--- config.mk ---
export PLATFORM = sky130hd
export DESIGN_NAME = vlan_tag_rewriter
export DESIGN_NICKNAME = d
export VERILOG_FILES = /design/src/rtl/vtag_pkg.sv /design/src/rtl/vtag_cfg_regs.sv /design/src/rtl/vtag_mode_dec.sv /design/src/rtl/vtag_tpid_sel.sv /design/src/rtl/vlan_tag_rewriter.sv
export SDC_FILE = /design/constraint.sdc
export NUM_CORES = 1
export LEC_CHECK = 0
export BUFFER_PORTS_ARGS = -buffer_cell sky130_fd_sc_hd__buf_2
export CELL_PAD_IN_SITES_DETAIL_PLACEMENT = 1
export CELL_PAD_IN_SITES_GLOBAL_PLACEMENT = 2
export CORE_MARGIN = 1
export CORE_UTILIZATION = 35
export DETAILED_ROUTE_END_ITERATION = 8
export HOLD_SLACK_MARGIN = 0.03
export PLACE_DENSITY_LB_ADDON = 0.1
export SYNTH_ARGS = -nofsm -noshare
export SYNTH_HDL_FRONTEND = slang
export SYNTH_HIERARCHICAL = 1
export SYNTH_SLANG_ARGS = --single-unit
--- constraint.sdc ---
create_clock -name clk_i -period 1.55 [get_ports clk_i]
set_input_delay 0 -clock clk_i [delete_from_list [all_inputs] [get_ports clk_i]]
set_output_delay 0 -clock clk_i [all_outputs]
set_load 0.02 [all_outputs]
--- src/rtl/vtag_pkg.sv ---
package vtag_pkg;
  typedef enum logic [1:0] {
    TAG_OFF          = 2'd0,
    TAG_NO_PVID      = 2'd1,
    TAG_NO_PVID_UNAW = 2'd2,
    TAG_ALL          = 2'd3
  } tag_mode_e;

  typedef enum logic [1:0] {
    TPID_CTAG   = 2'd0,
    TPID_STAG   = 2'd1,
    TPID_CUSTOM = 2'd2,
    TPID_KEEP_C = 2'd3
  } tpid_sel_e;

  typedef enum logic [1:0] {
    IN_NONE = 2'd0,
    IN_CTAG = 2'd1,
    IN_STAG = 2'd2,
    IN_RSVD = 2'd3
  } in_tag_e;
endpackage

--- src/rtl/vtag_cfg_regs.sv ---
module vtag_cfg_regs
  import vtag_pkg::*;
#(
  parameter int unsigned       VID_W    = 12,
  parameter int unsigned       TPID_W   = 16,
  parameter logic [VID_W-1:0]  RST_VID  = '1,
  parameter logic [TPID_W-1:0] RST_TPID = 16'h88A8
) (
  input  logic              clk_i,
  input  logic              rst_ni,
  input  logic              wr_i,
  input  logic [1:0]        mode_i,
  input  logic [1:0]        sel_i,
  input  logic [VID_W-1:0]  vid_i,
  input  logic [TPID_W-1:0] tpid_i,
  output tag_mode_e         mode_o,
  output tpid_sel_e         sel_o,
  output logic [VID_W-1:0]  vid_o,
  output logic [TPID_W-1:0] tpid_o
);
  always_ff @(posedge clk_i or negedge rst_ni) begin
    if (!rst_ni) begin
      mode_o <= TAG_OFF;
      sel_o  <= TPID_CTAG;
      vid_o  <= RST_VID;
      tpid_o <= RST_TPID;
    end else if (wr_i) begin
      mode_o <= tag_mode_e'(mode_i);
      sel_o  <= tpid_sel_e'(sel_i);
      vid_o  <= vid_i;
      tpid_o <= tpid_i;
    end
  end
endmodule

--- src/rtl/vtag_mode_dec.sv ---
module vtag_mode_dec
  import vtag_pkg::*;
#(
  parameter int unsigned      VID_W       = 12,
  parameter logic [VID_W-1:0] UNAWARE_VID = '0
) (
  input  tag_mode_e        mode_i,
  input  logic [VID_W-1:0] frm_vid_i,
  input  logic [VID_W-1:0] port_vid_i,
  output logic             insert_o
);
  logic hit_pvid, hit_unaw;

  assign hit_pvid = (frm_vid_i == port_vid_i);
  assign hit_unaw = (frm_vid_i == UNAWARE_VID);

  always_comb begin
    unique case (mode_i)
      TAG_OFF:          insert_o = 1'b0;
      TAG_NO_PVID:      insert_o = !hit_pvid;
      TAG_NO_PVID_UNAW: insert_o = !(hit_pvid || hit_unaw);
      TAG_ALL:          insert_o = 1'b1;
      default:          insert_o = 1'b0;
    endcase
  end
endmodule

--- src/rtl/vtag_tpid_sel.sv ---
module vtag_tpid_sel
  import vtag_pkg::*;
#(
  parameter int unsigned       TPID_W    = 16,
  parameter logic [TPID_W-1:0] CTAG_TPID = 16'h8100,
  parameter logic [TPID_W-1:0] STAG_TPID = 16'h88A8
) (
  input  tpid_sel_e         sel_i,
  input  logic [1:0]        in_tag_i,
  input  logic [TPID_W-1:0] custom_i,
  output logic [TPID_W-1:0] tpid_o
);
  logic was_ctag;

  assign was_ctag = (in_tag_e'(in_tag_i) == IN_CTAG);

  always_comb begin
    unique case (sel_i)
      TPID_CTAG:   tpid_o = CTAG_TPID;
      TPID_STAG:   tpid_o = STAG_TPID;
      TPID_CUSTOM: tpid_o = custom_i;
      TPID_KEEP_C: tpid_o = was_ctag ? CTAG_TPID : custom_i;
      default:     tpid_o = CTAG_TPID;
    endcase
  end
endmodule

--- src/rtl/vlan_tag_rewriter.sv ---
module vlan_tag_rewriter
  import vtag_pkg::*;
#(
  parameter int unsigned       VID_W       = 12,
  parameter int unsigned       TPID_W      = 16,
  parameter logic [TPID_W-1:0] CTAG_TPID   = 16'h8100,
  parameter logic [TPID_W-1:0] STAG_TPID   = 16'h88A8,
  parameter logic [VID_W-1:0]  UNAWARE_VID = '0,
  parameter logic [VID_W-1:0]  RST_VID     = '1,
  parameter logic [TPID_W-1:0] RST_TPID    = 16'h88A8
) (
  input  logic              clk_i,
  input  logic              rst_ni,
  input  logic              cfg_wr_i,
  input  logic [1:0]        cfg_tag_mode_i,
  input  logic [1:0]        cfg_tpid_sel_i,
  input  logic [VID_W-1:0]  cfg_port_vid_i,
  input  logic [TPID_W-1:0] cfg_port_tpid_i,
  input  logic              frm_vld_i,
  input  logic [VID_W-1:0]  frm_vid_i,
  input  logic [1:0]        frm_in_tag_i,
  output logic              out_vld_o,
  output logic              ins_tag_o,
  output logic [TPID_W-1:0] tag_tpid_o,
  output logic [VID_W-1:0]  tag_vid_o
);
  tag_mode_e         cfg_mode;
  tpid_sel_e         cfg_sel;
  logic [VID_W-1:0]  cfg_vid;
  logic [TPID_W-1:0] cfg_tpid;
  logic              ins_d;
  logic [TPID_W-1:0] tpid_d;

  vtag_cfg_regs #(
    .VID_W   (VID_W),
    .TPID_W  (TPID_W),
    .RST_VID (RST_VID),
    .RST_TPID(RST_TPID)
  ) u_cfg (
    .clk_i (clk_i),
    .rst_ni(rst_ni),
    .wr_i  (cfg_wr_i),
    .mode_i(cfg_tag_mode_i),
    .sel_i (cfg_tpid_sel_i),
    .vid_i (cfg_port_vid_i),
    .tpid_i(cfg_port_tpid_i),
    .mode_o(cfg_mode),
    .sel_o (cfg_sel),
    .vid_o (cfg_vid),
    .tpid_o(cfg_tpid)
  );

  vtag_mode_dec #(
    .VID_W      (VID_W),
    .UNAWARE_VID(UNAWARE_VID)
  ) u_mode (
    .mode_i    (cfg_mode),
    .frm_vid_i (frm_vid_i),
    .port_vid_i(cfg_vid),
    .insert_o  (ins_d)
  );

  vtag_tpid_sel #(
    .TPID_W   (TPID_W),
    .CTAG_TPID(CTAG_TPID),
    .STAG_TPID(STAG_TPID)
  ) u_tpid (
    .sel_i   (cfg_sel),
    .in_tag_i(frm_in_tag_i),
    .custom_i(cfg_tpid),
    .tpid_o  (tpid_d)
  );

  // Decision registered on the strobe, held until the next one
  always_ff @(posedge clk_i or negedge rst_ni) begin
    if (!rst_ni) begin
      out_vld_o  <= 1'b0;
      ins_tag_o  <= 1'b0;
      tag_tpid_o <= '0;
      tag_vid_o  <= '0;
    end else begin
      out_vld_o <= frm_vld_i;
      if (frm_vld_i) begin
        ins_tag_o  <= ins_d;
        tag_tpid_o <= tpid_d;
        tag_vid_o  <= frm_vid_i;
      end
    end
  end
endmodule

* Word level (Yosys, flattened, before mapping)
Index checks and enable logic that the tools add are counted.
** Cells by class
- Reduce and logical (&&, ||, !) cells :: 6
- Muxes and demuxes :: 3
- Equal/unequal tests :: 8
** Operator list (count)
- $pmux W16 S4 :: 1
- $mux W16 :: 1
- $eq A12 B12 Y1 :: 1
- $logic_not A12 Y1 :: 1
- $eq A2 B2 Y1 const B :: 4
- $eq A2 B1 Y1 const B :: 3
- $logic_not A2 Y1 :: 2
- $pmux W1 S4 :: 1
- $logic_not A1 Y1 :: 2
- $logic_or A1 B1 Y1 :: 1
** Storage, ports and cells
- Input bits :: 50
- Register bits after elaboration :: 62
- Word-level logic and storage cells :: 25

* Depth between registers and ports, before layout
Gate-level depths: netlist of run 1.
- Depth after elaboration :: 4
- Mapped depth :: 5
- Depth with buffers taken out :: 5

* Cells and area by module
The synthesis of run 1 kept the hierarchy.
** By module, submodules not included
- vtag_cfg_regs :: times used 1, seq. area each 822.0 µm², cells each 68, area an instance 1366.3 µm²
- vlan_tag_rewriter :: times used 1, seq. area each 750.7 µm², cells each 62, area an instance 1142.3 µm²
- vtag_mode_dec :: times used 1, seq. area each 0.0 µm², cells each 22, area an instance 163.9 µm²
- vtag_tpid_sel :: times used 1, seq. area each 0.0 µm², cells each 25, area an instance 157.7 µm²

* Worst setup path after synthesis of run 1
No wires, ideal clock.
- Kind :: flip-flop to flip-flop
- Start point :: reg u_cfg.vid_o[4]
- End point :: reg ins_tag_o
- Required time :: 1.425 ns
- Library setup time :: 0.125 ns
- Slack :: 0.206 ns
- Arrival time :: 1.219 ns
- Cell stages (with the launch flop) :: 6
- Period minus slack after synthesis :: 1.344 ns
- Cell sequence :: dfstp_2 -> xnor2_1 -> nand4_1 -> nor4_1 -> a31oi_1 -> mux2_2
** On the way
- Longest elaborated chain between the ends :: 4
** Ends and longest elaborated chain
- from (decl) :: RTL line vtag_cfg_regs.sv:18 : output logic [VID_W-1:0] vid_o,
- from (signal assigned) :: RTL line vtag_cfg_regs.sv:30 : vid_o <= vid_i;
- $eq A12 B12 Y1 * :: RTL line vtag_mode_dec.sv:14 : assign hit_pvid = (frm_vid_i == port_vid_i);
- $logic_or A1 B1 Y1 :: RTL line vtag_mode_dec.sv:21 : TAG_NO_PVID_UNAW: insert_o = !(hit_pvid || hit_unaw);
- $logic_not A1 Y1 :: RTL line vtag_mode_dec.sv:21
- $pmux W1 S4 * :: RTL line vtag_mode_dec.sv:18 : unique case (mode_i)
- via ins_d :: RTL line vlan_tag_rewriter.sv:31 : logic ins_d;
- to (signal assigned) :: RTL line vlan_tag_rewriter.sv:84 : ins_tag_o <= ins_d;
- to (decl) :: RTL line vlan_tag_rewriter.sv:23 : output logic ins_tag_o,
The timed path passes the listed nets; every way through them passes the cells marked *.
A chain may end at the register's enable or synchronous reset.

* Final worst setup path of run 1
Ends and elaborated chain as after synthesis.

==> run_results.csv, run 1 <==
group,metric,value,unit
outcome,status,"finished clean",
timing,final.setup.worst_slack,0.0626,ns
route,drtIter0Drc,55,
cts,cts-buffers-inserted,9,
timing,finalSetupViolCount,0,
cts,cts_sinks,62,
final_layout,syn2layout_area_growth,41.9,%
cts,cts_max_path_buffers,2,
placement,hpwlAfterDp,4040,um
cts,clockRootBuffer,"clkbuf_8",
setup_path,cp_max_fo,2,
yosys,ys_types,22,
pwr,power.density,1090,nW/um2
setup_path,reg2reg_slack,0.06,ns
yosys,synth_seq_area_share,55.6,%
worst_hold_path,hp-class,"input pin to asynchronous set/reset pin",
global_routing,grt-ovfl-total,0,
setup_path,r2r_end,"ins_tag_o",
global_routing,grt_pass1_vias,2100,
cts,clkSlewWorstSetupHoldPaths,0.07,ns
placement,gp_congestion,0.676,
setup_path,crit_buf_inv,0,
route,drt_wl_total,6640,um
cts,clk_latency,0.34,ns
setup_path,required,1.77,ns
timing,final_hold_viol_count,0,
setup_path,crit_arrival,1.71,ns
timing,tns,0,ns
setup_path,path_class,"flop to flop",
timing,drv_slew,0,
floorplanning,die_h,91.9,um
pwr,ir_worst_vdd,0.531,mV
floorplanning,die-area,8450,um2
pwr,p_leak,1.92,nW
setup_path,slowest_delay,0.55,ns
floorplanning,coreArea,7770,um2
final_layout,nets,359,
timing,slew_headroom,74.3,%
route,drtAntennaViolNets,0,
yosys,ys_seq_elements,62,
flow_run,maxCapViolations,0,
timing,max_freq,0.672,GHz
cts,h-tree-depth,3,
final_layout,final_cell_mix,"79 x buf_2, 46 x dlygate4sd3_1, 45 x dfrtp_1",
setup_path,end_kind,"flop",
setup_path,cp_top_family,"flip-flops",
timing,rsz0062_at_grt,"true",
route,num_vias,1905,
setup_path,cp_cell_sequence,"xnor2_1, nand4_1, nor4_2, a31oi_1, mux2_2",
timing,worst_pin_slew,0.384,ns
floorplanning,ios,80,
final_layout,antenna_cells,0,
final_layout,post-route-util,51.7,%
yosys,netlist_area,2830,um2
yosys,syn_avg_cell_area,16.0,um2
route,dr.pass1.iters,2,
global_routing,gr-usage-all-layers,17.2,%
setup_path,cp-start-kind,"flop",
route,avgViaCountPerCell,4.58,
timing,final_period_minus_worst_setup_slack,1.49,ns
setup_path,cpMaxStageDelayCell,"dfstp_2",
floorplanning,rows,32,
final_layout,final_common_cell,"buf_2",
global_routing,antenna_found_initial,0,
placement,io_buffers,79,
setup_path,rr_startpoint,"u_cfg/vid_o[4]",
final_layout,drive_above_1_share,57.3,%
timing,post-route-period-util,96.0,%
setup_path,setup.worst_path.start,"u_cfg/vid_o[4]",
global_routing,grt_max_degree,63,
global_routing,grt_pass1_wl,11000,um
cts,cts_tree,"done",
yosys,yosysWarnings,6,
yosys,synth_nets,227,
timing,fin_skew,0.00738,ns
setup_path,r2r_cells,5,
placement,place_ws,0.0302,ns
route,drc,0,
yosys,synthCells,177,
route,wire_per_inst,16.0,um
floorplanning,start_util,36.4,%
floorplanning,dieWidth,91.9,um
-- registers in the layout, indices dropped and copies added (netlist names) --
| register | count |
|---|---|
| u_cfg/tpid_o | 16 |
| u_cfg/vid_o | 12 |
| tag_tpid_o | 16 |
| u_cfg/sel_o | 2 |
| ins_tag_o | 1 |
| out_vld_o | 1 |
| tag_vid_o | 12 |
| u_cfg/mode_o | 2 |
-- cell type report --
type,count,area [um2]
timing repair buffer,130,931
clock inverter,2,37.5
fill,817,3750
multi-input combinational,106,1160
clock buffer,14,183
tap,102,128
sequential,62,1570
-- timing repair --
action,4_1_cts,5_1_grt
endpoints found under the hold margin,107,0
hold buffers,46,0
buffers inserted,0,0
resized for setup,0,2
setup endpoints to repair,0,1
-- worst register-to-register path: stages (launching register included) --
cell,delay [ns]
dfstp_2,0.55
xnor2_1,0.12
nand4_1,0.16
nor4_2,0.18
a31oi_1,0.10
mux2_2,0.27
-- layer usage --
metal | up-vias | track usage [%] | part of all wire [%]
met3 | 12 | 4.15 | 3.4
li1 | 896 | - | -
met4 | 0 | 7.16 | 1.7
met5 | - | 0 | 0
met2 | 49 | 26.4 | 47
met1 | 948 | 23.2 | 48
-- worst max path at each step --
stage | to | depth (start not counted)
CTS | ins_tag_o | 5
floorplan | ins_tag_o | 5
global placement | ins_tag_o | 5
global route | ins_tag_o | 5
detailed placement | ins_tag_o | 5
finish | ins_tag_o | 5
-- power breakdown --
group / switching (W) / internal, W
logic: 0.000404 / 0.000497
registers: 0.000111 / 0.00184
clock network: 0.000613 / 0.000920
-- Yosys cell counts --
master	count	area, um2
dfrtp_1	45	1130
mux2_4	40	601
mux2_2	21	236
dfstp_2	17	447
and3_1	10	62.6
xor2_1	8	70.1
nor4_1	5	31.3
nor2b_1	4	25.0
nor3_1	4	20.0
xnor2_1	4	35.0
buf_12	3	60.1
buf_6	3	33.8
a21oi_1	2	10.0
buf_2	2	10.0
nand3b_1	2	15.0
a211o_1	1	8.76
a31oi_1	1	6.26
and4b_4	1	13.8
clkbuf_1	1	3.75
nand3_1	1	5.00
nand4_1	1	6.26
nor2_1	1	3.75
-- logic make-up (layout without fill, tap and decap cells) --
kind of cell | Yosys count | in the layout | synth area share [%]
flops | 62 | 62 | 55.6
buf+inv | 9 | 146 | 3.80
compound gates | 4 | 4 | 0.884
mux | 61 | 61 | 29.6
xor+xnor | 12 | 12 | 3.71
simple gates | 29 | 29 | 6.45
-- through the flow --
step	total power, W	hold WS (ns)	std cells	area [um2]
final	0.00438	0.199	416	4020
after global routing	0.00460	0.217	416	4020
after CTS	0.00443	0.204	416	4000
after detailed placement	0.00279	0.0422	354	3320
after global placement	0.00277	0.0438	354	3320
after floorplan	0.00249	-0.296	177	2830
Note: power is estimated with default switching activity, not from simulation.
==> run 2: changes to the inputs <==
- CORE_UTILIZATION: 35 -> 37
- CTS_BUF_LIST: unset -> sky130_fd_sc_hd__clkbuf_4 sky130_fd_sc_hd__clkbuf_8
==> run_results.csv, run 2 (synthesized netlist as in run 1, its figures left out) <==
group,metric,value,unit
route,drtIter0Drc,61,
final_layout,reg.largest.list,"tag_tpid_o (16), u_cfg/tpid_o (16)",
final_layout,nets,359,
final_layout,antenna_cells,0,
pwr,power.share.clock,32.3,%
setup_path,required,1.76,ns
timing,rsz0062_at_grt,"true",
placement,gp_congestion,0.665,
cts,h-tree-depth,3,
cts,cts_sinks,62,
global_routing,grt_max_degree,63,
flow_run,maxCapViolations,0,
cts,cts-buffers-inserted,9,
pwr,ir_worst_vdd,0.371,mV
floorplanning,coreArea,7330,um2
setup_path,cp_max_fo,2,
pwr,power.density,1060,nW/um2
floorplanning,die_h,89.5,um
global_routing,gr-usage-all-layers,19.0,%
final_layout,final_cell_mix,"79 x buf_2, 45 x dlygate4sd3_1, 45 x dfrtp_1",
setup_path,cp-start-kind,"flop",
route,drt_wl_total,6790,um
floorplanning,rows,31,
floorplanning,dieWidth,89.5,um
global_routing,antenna_found_initial,0,
route,dr.pass1.iters,4,
final_layout,fillers,755,
setup_path,path_class,"flop to flop",
timing,slew_headroom,77.2,%
pwr,p_sw,0.00112,W
timing,max_freq,0.683,GHz
route,avgViaCountPerCell,4.63,
pwr,pwr-share-comb,21.6,%
route,drtAntennaViolNets,0,
floorplanning,start_util,38.6,%
worst_hold_path,hp-class,"input pin to flop",
setup_path,end_kind,"flop",
placement,io_buffers,79,
timing,drv_slew,0,
pwr,p_leak,1.92,nW
global_routing,grt_pass1_wl,10900,um
timing,worst_pin_slew,0.342,ns
pwr,switching_share,26.5,%
timing,fin_skew,0.00914,ns
final_layout,syn2layout_area_growth,41.1,%
placement,place_ws,0.0681,ns
global_routing,grt_pass1_vias,2100,
final_layout,final_common_cell,"buf_2",
floorplanning,ios,80,
pwr,p_int,0.00311,W
pwr,total_power,0.00423,W
route,wire_per_inst,16.4,um
final_layout,drive_above_1_share,58.6,%
cts,clkSlewWorstSetupHoldPaths,0.07,ns
timing,post-route-period-util,94.4,%
timing,final_hold_viol_count,0,
outcome,status,"finished clean",
timing,final_period_minus_worst_setup_slack,1.46,ns
route,num_vias,1912,
timing,final.setup.worst_slack,0.0860,ns
cts,cts_max_path_buffers,2,
route,drc,0,
placement,hpwlAfterDp,4080,um
pwr,power.share.sequential,46.1,%
cts,clk_latency,0.33,ns
floorplanning,die-area,8000,um2
global_routing,grt-ovfl-total,0,
setup_path,crit_arrival,1.67,ns
timing,finalSetupViolCount,0,
cts,cts_tree,"done",
cts,clockRootBuffer,"clkbuf_8",
run 2: cell count changes in the layout (fill, tap and decap cells not counted):
cell           previous run  this run
clkbuf_1                  1         0
clkinv_2                  0         4
mux2_2                   21        20
clkbuf_8                 13         9
dlygate4sd3_1            46        45
buf_4                     2         3
clkinvlp_4                1         0
mux2_4                   40        41
nor4_2                    1         3
nor4_1                    4         2
clkbuf_4                  0         2
run 2: power by group through the flow:
stage / clock [W] / combinational (W) / sequential (W)
after floorplan: 0 / 0.000408 / 0.00208
after global placement: 0 / 0.000810 / 0.00197
after detailed placement: 0 / 0.000812 / 0.00198
after CTS: 0.00142 / 0.000904 / 0.00195
after global routing: 0.00150 / 0.000991 / 0.00197
final: 0.00137 / 0.000913 / 0.00195
run 2: timing repair:
action | 4_1_cts | 5_1_grt
hold endpoints to repair | 106 | 0
resized for setup | 0 | 5
endpoints found under the setup margin | 0 | 1
hold buffers | 45 | 0
setup buffers | 0 | 0
run 2: path summary, 6_finish.rpt:
path / from / to / slack, ns / depth (start not counted)
max: u_cfg/vid_o[4] / ins_tag_o / 0.09 / 5
min: frm_vld_i / out_vld_o / 0.17 / 2
max reg2reg: u_cfg/vid_o[4] / ins_tag_o / 0.09 / 5
min reg2reg: tag_vid_o[3] / tag_vid_o[3] / 0.50 / 1
max in group asynchronous: rst_ni / u_cfg/tpid_o[7] / 1.02 / 3
min in group asynchronous: rst_ni / tag_vid_o[8] / 0.19 / 3
run 2: critical path, stage by stage (launching register included):
cell and delay [ns]:
dfstp_2 0.56, xnor2_2 0.11, nand4_1 0.13, nor4_2 0.16, a31oi_1 0.11, mux2_4 0.27
run 2: area by class of cell:
| type | instances | area (um2) | share of cell area, % |
|---|---|---|---|
| clock buffers | 11 | 139 | 3.48 |
| clock inverters | 5 | 50.0 | 1.25 |
| multi-input cells | 106 | 1180 | 29.5 |
| flip-flops and latches | 62 | 1570 | 39.4 |
| well taps | 99 | 124 | 3.10 |
| repair buffers | 130 | 928 | 23.2 |
run 2: per-layer routing:
metal	vias to the layer above	wire (um)	track usage, %
met5	-	0	0
met4	0	112	9.24
met3	9	240	2.95
met2	51	3300	30.3
met1	952	3140	25.4
li1	900	-	-
run 2: stage by stage:
step	instance area (um2)	hold WS, ns	utilization [%]	std cells	TNS, ns
finish	3990	0.165	54.5	413	0
CTS	3960	0.156	54.1	413	0
global route	3990	0.172	54.5	413	-0.0125
detailed placement	3320	0.0398	45.3	352	0
floorplan	2830	-0.296	-	177	0
global placement	3320	0.0406	45.3	352	0
